$ cat src/rtl/pin_sense_pkg.sv
package pin_sense_pkg;

  typedef enum logic [1:0] {
    SENSE_LOW  = 2'd0,
    SENSE_FALL = 2'd1,
    SENSE_RISE = 2'd2,
    SENSE_BOTH = 2'd3
  } sense_mode_e;

  localparam int SENSE_W = 2;

  localparam logic [7:0] OFS_STATUS = 8'h10;
  localparam logic [7:0] OFS_SENSE  = 8'h14;

  // Returns {level_mode, event}
  function automatic logic [1:0] classify(input sense_mode_e mode,
                                          input logic now_v,
                                          input logic was_v);
    logic fell;
    logic rose;
    fell = was_v & ~now_v;
    rose = ~was_v & now_v;
    case (mode)
      SENSE_LOW:  classify = {1'b1, ~now_v};
      SENSE_FALL: classify = {1'b0, fell};
      SENSE_RISE: classify = {1'b0, rose};
      default:    classify = {1'b0, fell | rose};
    endcase
  endfunction

endpackage

$ cat src/rtl/pin_sync.sv
module pin_sync #(
  parameter int         N_PINS = 8,
  parameter int         STAGES = 2,
  parameter logic       IDLE   = 1'b1
) (
  input  logic              clk,
  input  logic              rst,
  input  logic [N_PINS-1:0] pin_i,
  output logic [N_PINS-1:0] sync_o,
  output logic [N_PINS-1:0] prev_o
);

  localparam logic [N_PINS-1:0] IDLE_VEC = {N_PINS{IDLE}};

  logic [N_PINS-1:0] chain [STAGES];
  logic [N_PINS-1:0] prev_q;

  always_ff @(posedge clk) begin
    if (rst) begin
      for (int k = 0; k < STAGES; k++) chain[k] <= IDLE_VEC;
      prev_q <= IDLE_VEC;
    end else begin
      chain[0] <= pin_i;
      for (int k = 1; k < STAGES; k++) chain[k] <= chain[k-1];
      prev_q <= chain[STAGES-1];
    end
  end

  assign sync_o = chain[STAGES-1];
  assign prev_o = prev_q;

endmodule

$ cat src/rtl/pin_event_detect.sv
module pin_event_detect
  import pin_sense_pkg::*;
#(
  parameter int N_PINS = 8
) (
  input  logic [N_PINS-1:0]         sync_i,
  input  logic [N_PINS-1:0]         prev_i,
  input  logic [SENSE_W*N_PINS-1:0] sense_i,
  output logic [N_PINS-1:0]         evt_o,
  output logic [N_PINS-1:0]         level_o
);

  for (genvar g = 0; g < N_PINS; g++) begin : g_pin
    assign {level_o[g], evt_o[g]} =
      classify(sense_mode_e'(sense_i[SENSE_W*g +: SENSE_W]), sync_i[g], prev_i[g]);
  end

endmodule

$ cat src/rtl/pin_sense_regs.sv
module pin_sense_regs
  import pin_sense_pkg::*;
#(
  parameter int         N_PINS     = 8,
  parameter int         ADDR_W     = 8,
  parameter int         DATA_W     = 32,
  parameter logic [7:0] STATUS_OFS = OFS_STATUS,
  parameter logic [7:0] SENSE_OFS  = OFS_SENSE
) (
  input  logic                      clk,
  input  logic                      rst,
  input  logic                      wr_en,
  input  logic                      rd_en,
  input  logic [ADDR_W-1:0]         addr,
  input  logic [DATA_W-1:0]         wdata,
  input  logic [N_PINS-1:0]         evt_i,
  input  logic [N_PINS-1:0]         level_i,
  output logic [SENSE_W*N_PINS-1:0] sense_o,
  output logic [N_PINS-1:0]         status_o,
  output logic [DATA_W-1:0]         rdata
);

  localparam int SENSE_BITS = SENSE_W * N_PINS;

  logic [SENSE_BITS-1:0] sense_q;
  logic [N_PINS-1:0]     status_q;
  logic [N_PINS-1:0]     keep;
  logic                  hit_status;
  logic                  hit_sense;
  logic                  unused_wdata;

  assign hit_status   = (addr == ADDR_W'(STATUS_OFS));
  assign hit_sense    = (addr == ADDR_W'(SENSE_OFS));
  assign keep         = (wr_en && hit_status) ? wdata[N_PINS-1:0] : '1;
  assign unused_wdata = ^wdata[DATA_W-1:SENSE_BITS];

  // Sense codes
  always_ff @(posedge clk) begin
    if (rst)                     sense_q <= '0;
    else if (wr_en && hit_sense) sense_q <= wdata[SENSE_BITS-1:0];
  end

  // Status: level pins track the event, edge pins latch; set wins over clear
  always_ff @(posedge clk) begin
    if (rst) status_q <= '0;
    else     status_q <= (level_i & evt_i) |
                         (~level_i & ((status_q & keep) | evt_i));
  end

  // Registered read port
  always_ff @(posedge clk) begin
    if (rst || !rd_en)   rdata <= '0;
    else if (hit_status) rdata <= DATA_W'(status_q);
    else if (hit_sense)  rdata <= DATA_W'(sense_q);
    else                 rdata <= '0;
  end

  assign sense_o  = sense_q;
  assign status_o = status_q;

endmodule

$ cat src/rtl/pin_sense_ctrl.sv
module pin_sense_ctrl
  import pin_sense_pkg::*;
#(
  parameter int N_PINS      = 8,
  parameter int SYNC_STAGES = 2,
  parameter int ADDR_W      = 8,
  parameter int DATA_W      = 32
) (
  input  logic              clk,
  input  logic              rst,
  input  logic [N_PINS-1:0] pin_i,
  input  logic              wr_en,
  input  logic              rd_en,
  input  logic [ADDR_W-1:0] addr,
  input  logic [DATA_W-1:0] wdata,
  output logic [DATA_W-1:0] rdata,
  output logic [N_PINS-1:0] irq_o
);

  localparam int SENSE_BITS = SENSE_W * N_PINS;

  logic [N_PINS-1:0]     sync_w;
  logic [N_PINS-1:0]     prev_w;
  logic [N_PINS-1:0]     evt_w;
  logic [N_PINS-1:0]     level_w;
  logic [SENSE_BITS-1:0] sense_w;
  logic [N_PINS-1:0]     status_w;

  pin_sync #(
    .N_PINS (N_PINS),
    .STAGES (SYNC_STAGES),
    .IDLE   (1'b1)
  ) u_sync (
    .clk    (clk),
    .rst    (rst),
    .pin_i  (pin_i),
    .sync_o (sync_w),
    .prev_o (prev_w)
  );

  pin_event_detect #(
    .N_PINS (N_PINS)
  ) u_detect (
    .sync_i  (sync_w),
    .prev_i  (prev_w),
    .sense_i (sense_w),
    .evt_o   (evt_w),
    .level_o (level_w)
  );

  pin_sense_regs #(
    .N_PINS (N_PINS),
    .ADDR_W (ADDR_W),
    .DATA_W (DATA_W)
  ) u_regs (
    .clk      (clk),
    .rst      (rst),
    .wr_en    (wr_en),
    .rd_en    (rd_en),
    .addr     (addr),
    .wdata    (wdata),
    .evt_i    (evt_w),
    .level_i  (level_w),
    .sense_o  (sense_w),
    .status_o (status_w),
    .rdata    (rdata)
  );

  // Requests come straight from the status flops
  assign irq_o = status_w;

endmodule

$ cat config.mk
export PLATFORM = sky130hd
export DESIGN_NAME = pin_sense_ctrl
export DESIGN_NICKNAME = d
export VERILOG_FILES = /design/src/rtl/pin_sense_pkg.sv /design/src/rtl/pin_sync.sv /design/src/rtl/pin_event_detect.sv /design/src/rtl/pin_sense_regs.sv /design/src/rtl/pin_sense_ctrl.sv
export SDC_FILE = /design/constraint.sdc
export NUM_CORES = 1
export LEC_CHECK = 0
export CORE_UTILIZATION = 30
export CTS_CLUSTER_SIZE = 24
export DETAILED_ROUTE_END_ITERATION = 10
export PLACE_DENSITY_LB_ADDON = 0.05
export RECOVER_POWER = 100
export SLEW_MARGIN = 20
export SYNTH_ARGS = -nofsm -noshare
export SYNTH_HDL_FRONTEND = slang
export SYNTH_SLANG_ARGS = --single-unit
export TNS_END_PERCENT = 1
$ cat constraint.sdc
create_clock -name clk -period 2.7 [get_ports clk]
set_input_delay 0.675 -clock clk [delete_from_list [all_inputs] [get_ports clk]]
set_output_delay 0.675 -clock clk [all_outputs]
set_load 0.005 [all_outputs]
==> out/metrics.cfg <==
[floorplanning]
die_area_um2 = 9988
num_io_pins = 92
start_util_pct = 31.00
fp.dieW_um = 99.94
core_um2 = 9284
rows = 35
die-height_um = 99.94

[yosys]
syn_inst = 309
avgSynthCellArea_um2 = 9.313
yosysMostFrequentCell = dfxtp_1
seq_area_frac_synth_pct = 44.52
yosysWarnings = 0
synth_cell_types = 37
synth_area_leaders = dfxtp_1 45%, ha_1 7.0%, buf_4 4.2%
ys_ff_latch = 64
synth_top_area_share_pct = 44.52
synth_area_um2 = 2878
ys.flop_type = dfxtp_1
synth_top_area_cell = dfxtp_1
synth_edf_count = 0
ys_top_cells_by_count = 64 x dfxtp_1, 21 x a21oi_1, 19 x or2_2
ys_async_sr_fraction_pct = 0

[detailed_routing]
viasPerCell = 4.693
ant_nets = 0
via_count = 2384
drc = 0
drt_pass1_iterations = 4
drt_iter0_drc = 82
routed_wl_um = 7083
wl_per_cell_um = 13.94

[power_and_ir_drop]
p_seq_share_pct = 53.8
max-vdd-ir-drop_mv = 0.2724
internal-power_w = 0.001371
power.switching_w = 0.0004371
powerDensity_nw_per_um2 = 482.2
switching_share_pct = 24.17
p_comb_share_pct = 8.7
power.share.clock_pct = 37.5
leakage_nw = 1.603

[cts]
cts.path.max_buffers = 2
root_buffer = clkbuf_8
cts_tree = done
post_cts_resized = 0
cts_max_level = 3
post_cts_buffers = 0
hold_buffers = 0
cts_made_buffers = 9
cts.sinks = 64
path_clk_slew_ns = 0.07
clk-insertion-delay-late_ns = 0.34

[global_route]
gr-usage-met3_pct = 5.014
grt_pass1_vias = 2229
grt_first_pass_wirelength_um = 11710
grt.met1_usage_pct = 19.93
grt_overflow = 0
top_usage_layer = met2
met2_usage_pct = 24.51
antenna_found_initial = 0
grt_start_max_net_pins = 39
grt_use_total_pct = 15.45

[timing]
drv_slew = 0
worst_pin_slew_ns = 0.8042
relSlewSlack_pct = 46.39
fmax_ghz = 0.4149
tns_ns = 0
hold_viol_final = 0
grt_setup_unrepaired = no
post-route-period-util_pct = 89.27
setup_viol = 0
finalCriticalPeriod_ns = 2.410
final.setup_skew_ns = 0.007497

[finish]
final_area_um2 = 3750
antenna_cells = 0
multi_input_area_um2 = 1393
seqCellArea_um2 = 1281
fill_cells = 935
layout-drive-gt1-share_pct = 13.98
syn2layout_area_growth_pct = 30.30
layout.nets = 443

[run]
maxCapViolations = 0

[worst_setup_path]
startpoint_type = primary input
path_max_fanout = 38
critPathArrivalTime_ns = 2.64
crit_type = primary input to register
cp.required_ns = 2.93
endpoint_kind = register

[place]
numPortBuffers = 59
dpl-instance-area_um2 = 3613
dpl.hpwl_um = 4894
place_congestion = 0.7479

[outcome]
status = finished clean

[min_path]
min_path_type = register to register

==> layer usage <==
metal,up-vias,share of wire [%],routed length [µm]
met1,1110,48,3423
met2,71,45,3222
met4,0,1.2,85
met3,7,5.0,352
met5,-,0,0
li1,1196,-,-
==> cell type report <==
class	count	share of cell area [%]
well taps	129	4.304
inverters	18	1.802
multi-input cells	207	37.14
flip-flops and latches	64	34.17
clock inverters	3	0.5339
clock buffers	12	3.604
repair buffers	75	18.45
==> state kept, by name, indices dropped and copies added, names as in the netlist <==
register         flops
u_regs.rdata        16
u_regs.sense_o      16
u_sync.chain        16
u_regs.status_o      8
u_sync.prev_o        8
==> cell families after synthesis <==
group / synth area share [%]
buffers and inverters: 9.043
multiplexers: 2.783
AO/OA/AOI/OAI: 13.78
adder cells (fa/ha/maj): 6.956
AND/OR/NAND/NOR: 22.78
flip-flops: 44.52
other: 0.1303
==> final timing paths <==
path                      start                  to  slack, ns  depth (start not counted)
max reg2reg    u_sync.prev_o[2]  u_regs.status_o[2]       1.35                          4
min          u_sync.chain[0][0]  u_sync.chain[0][8]       0.41                          1
max                         rst  u_regs.status_o[2]       0.29                          6
min reg2reg  u_sync.chain[0][0]  u_sync.chain[0][8]       0.41                          1
==> cells in the final DEF, fill, tap and decap left out, types with 3 or more instances in the layout <==
| cell type | Yosys | layout |
|---|---|---|
| clkbuf_1 | 15 | 6 |
| inv_1 | 17 | 17 |
| and2_1 | 3 | 3 |
| or4_1 | 3 | 3 |
| ha_1 | 16 | 16 |
| nor2_1 | 16 | 16 |
| nand4_1 | 16 | 16 |
| a32o_1 | 3 | 3 |
| nand2_1 | 14 | 14 |
| clkdlybuf4s50_1 | 0 | 34 |
| conb_1 | 1 | 16 |
| nand3_1 | 3 | 3 |
| a21boi_0 | 3 | 3 |
| o311a_1 | 3 | 3 |
| or3b_2 | 6 | 6 |
| o32ai_1 | 3 | 3 |
| clkbuf_2 | 0 | 3 |
| clkbuf_8 | 0 | 9 |
| or2_2 | 19 | 19 |
| and3_1 | 8 | 8 |
| o21ai_0 | 3 | 3 |
| nor3b_1 | 5 | 5 |
| nor4_1 | 5 | 5 |
| a21oi_1 | 21 | 21 |
| nand2b_1 | 4 | 4 |
| o31ai_1 | 16 | 16 |
| dfxtp_1 | 64 | 64 |
| buf_4 | 16 | 9 |
| dlygate4sd3_1 | 0 | 25 |
| mux2i_1 | 8 | 8 |
==> through the flow <==
step                hold slack (ns)  power (W)  util (%)  cells  setup WS (ns)
CTS                          0.4099   0.001846     40.59    508         0.3857
detailed placement           0.3923   0.001155     38.92    493        0.01733
global route                 0.4190   0.001907     40.39    508         0.1883
global placement             0.3922   0.001155     38.92    493        0.03283
floorplan                    0.3895   0.001077         -    324         0.5968
finish                       0.4084   0.001808     40.39    508         0.2896
==> power by group through the flow <==
stage	combinational [W]	sequential, W	clock [W]
final	0.000158	0.000972	0.000678
after global routing	0.000176	0.000974	0.000757
after CTS	0.000163	0.000972	0.000711
after detailed placement	0.000161	0.000994	0
after global placement	0.000161	0.000994	0
after floorplan	0.0000855	0.000991	0
==> worst max-delay path: stages <==
cell	delay, ns
clkdlybuf4s50_1	0.55
clkbuf_2	0.66
clkinv_1	0.20
buf_4	0.22
o311a_1	0.11
a32o_1	0.20
Note: power is estimated with default switching activity, not from simulation.
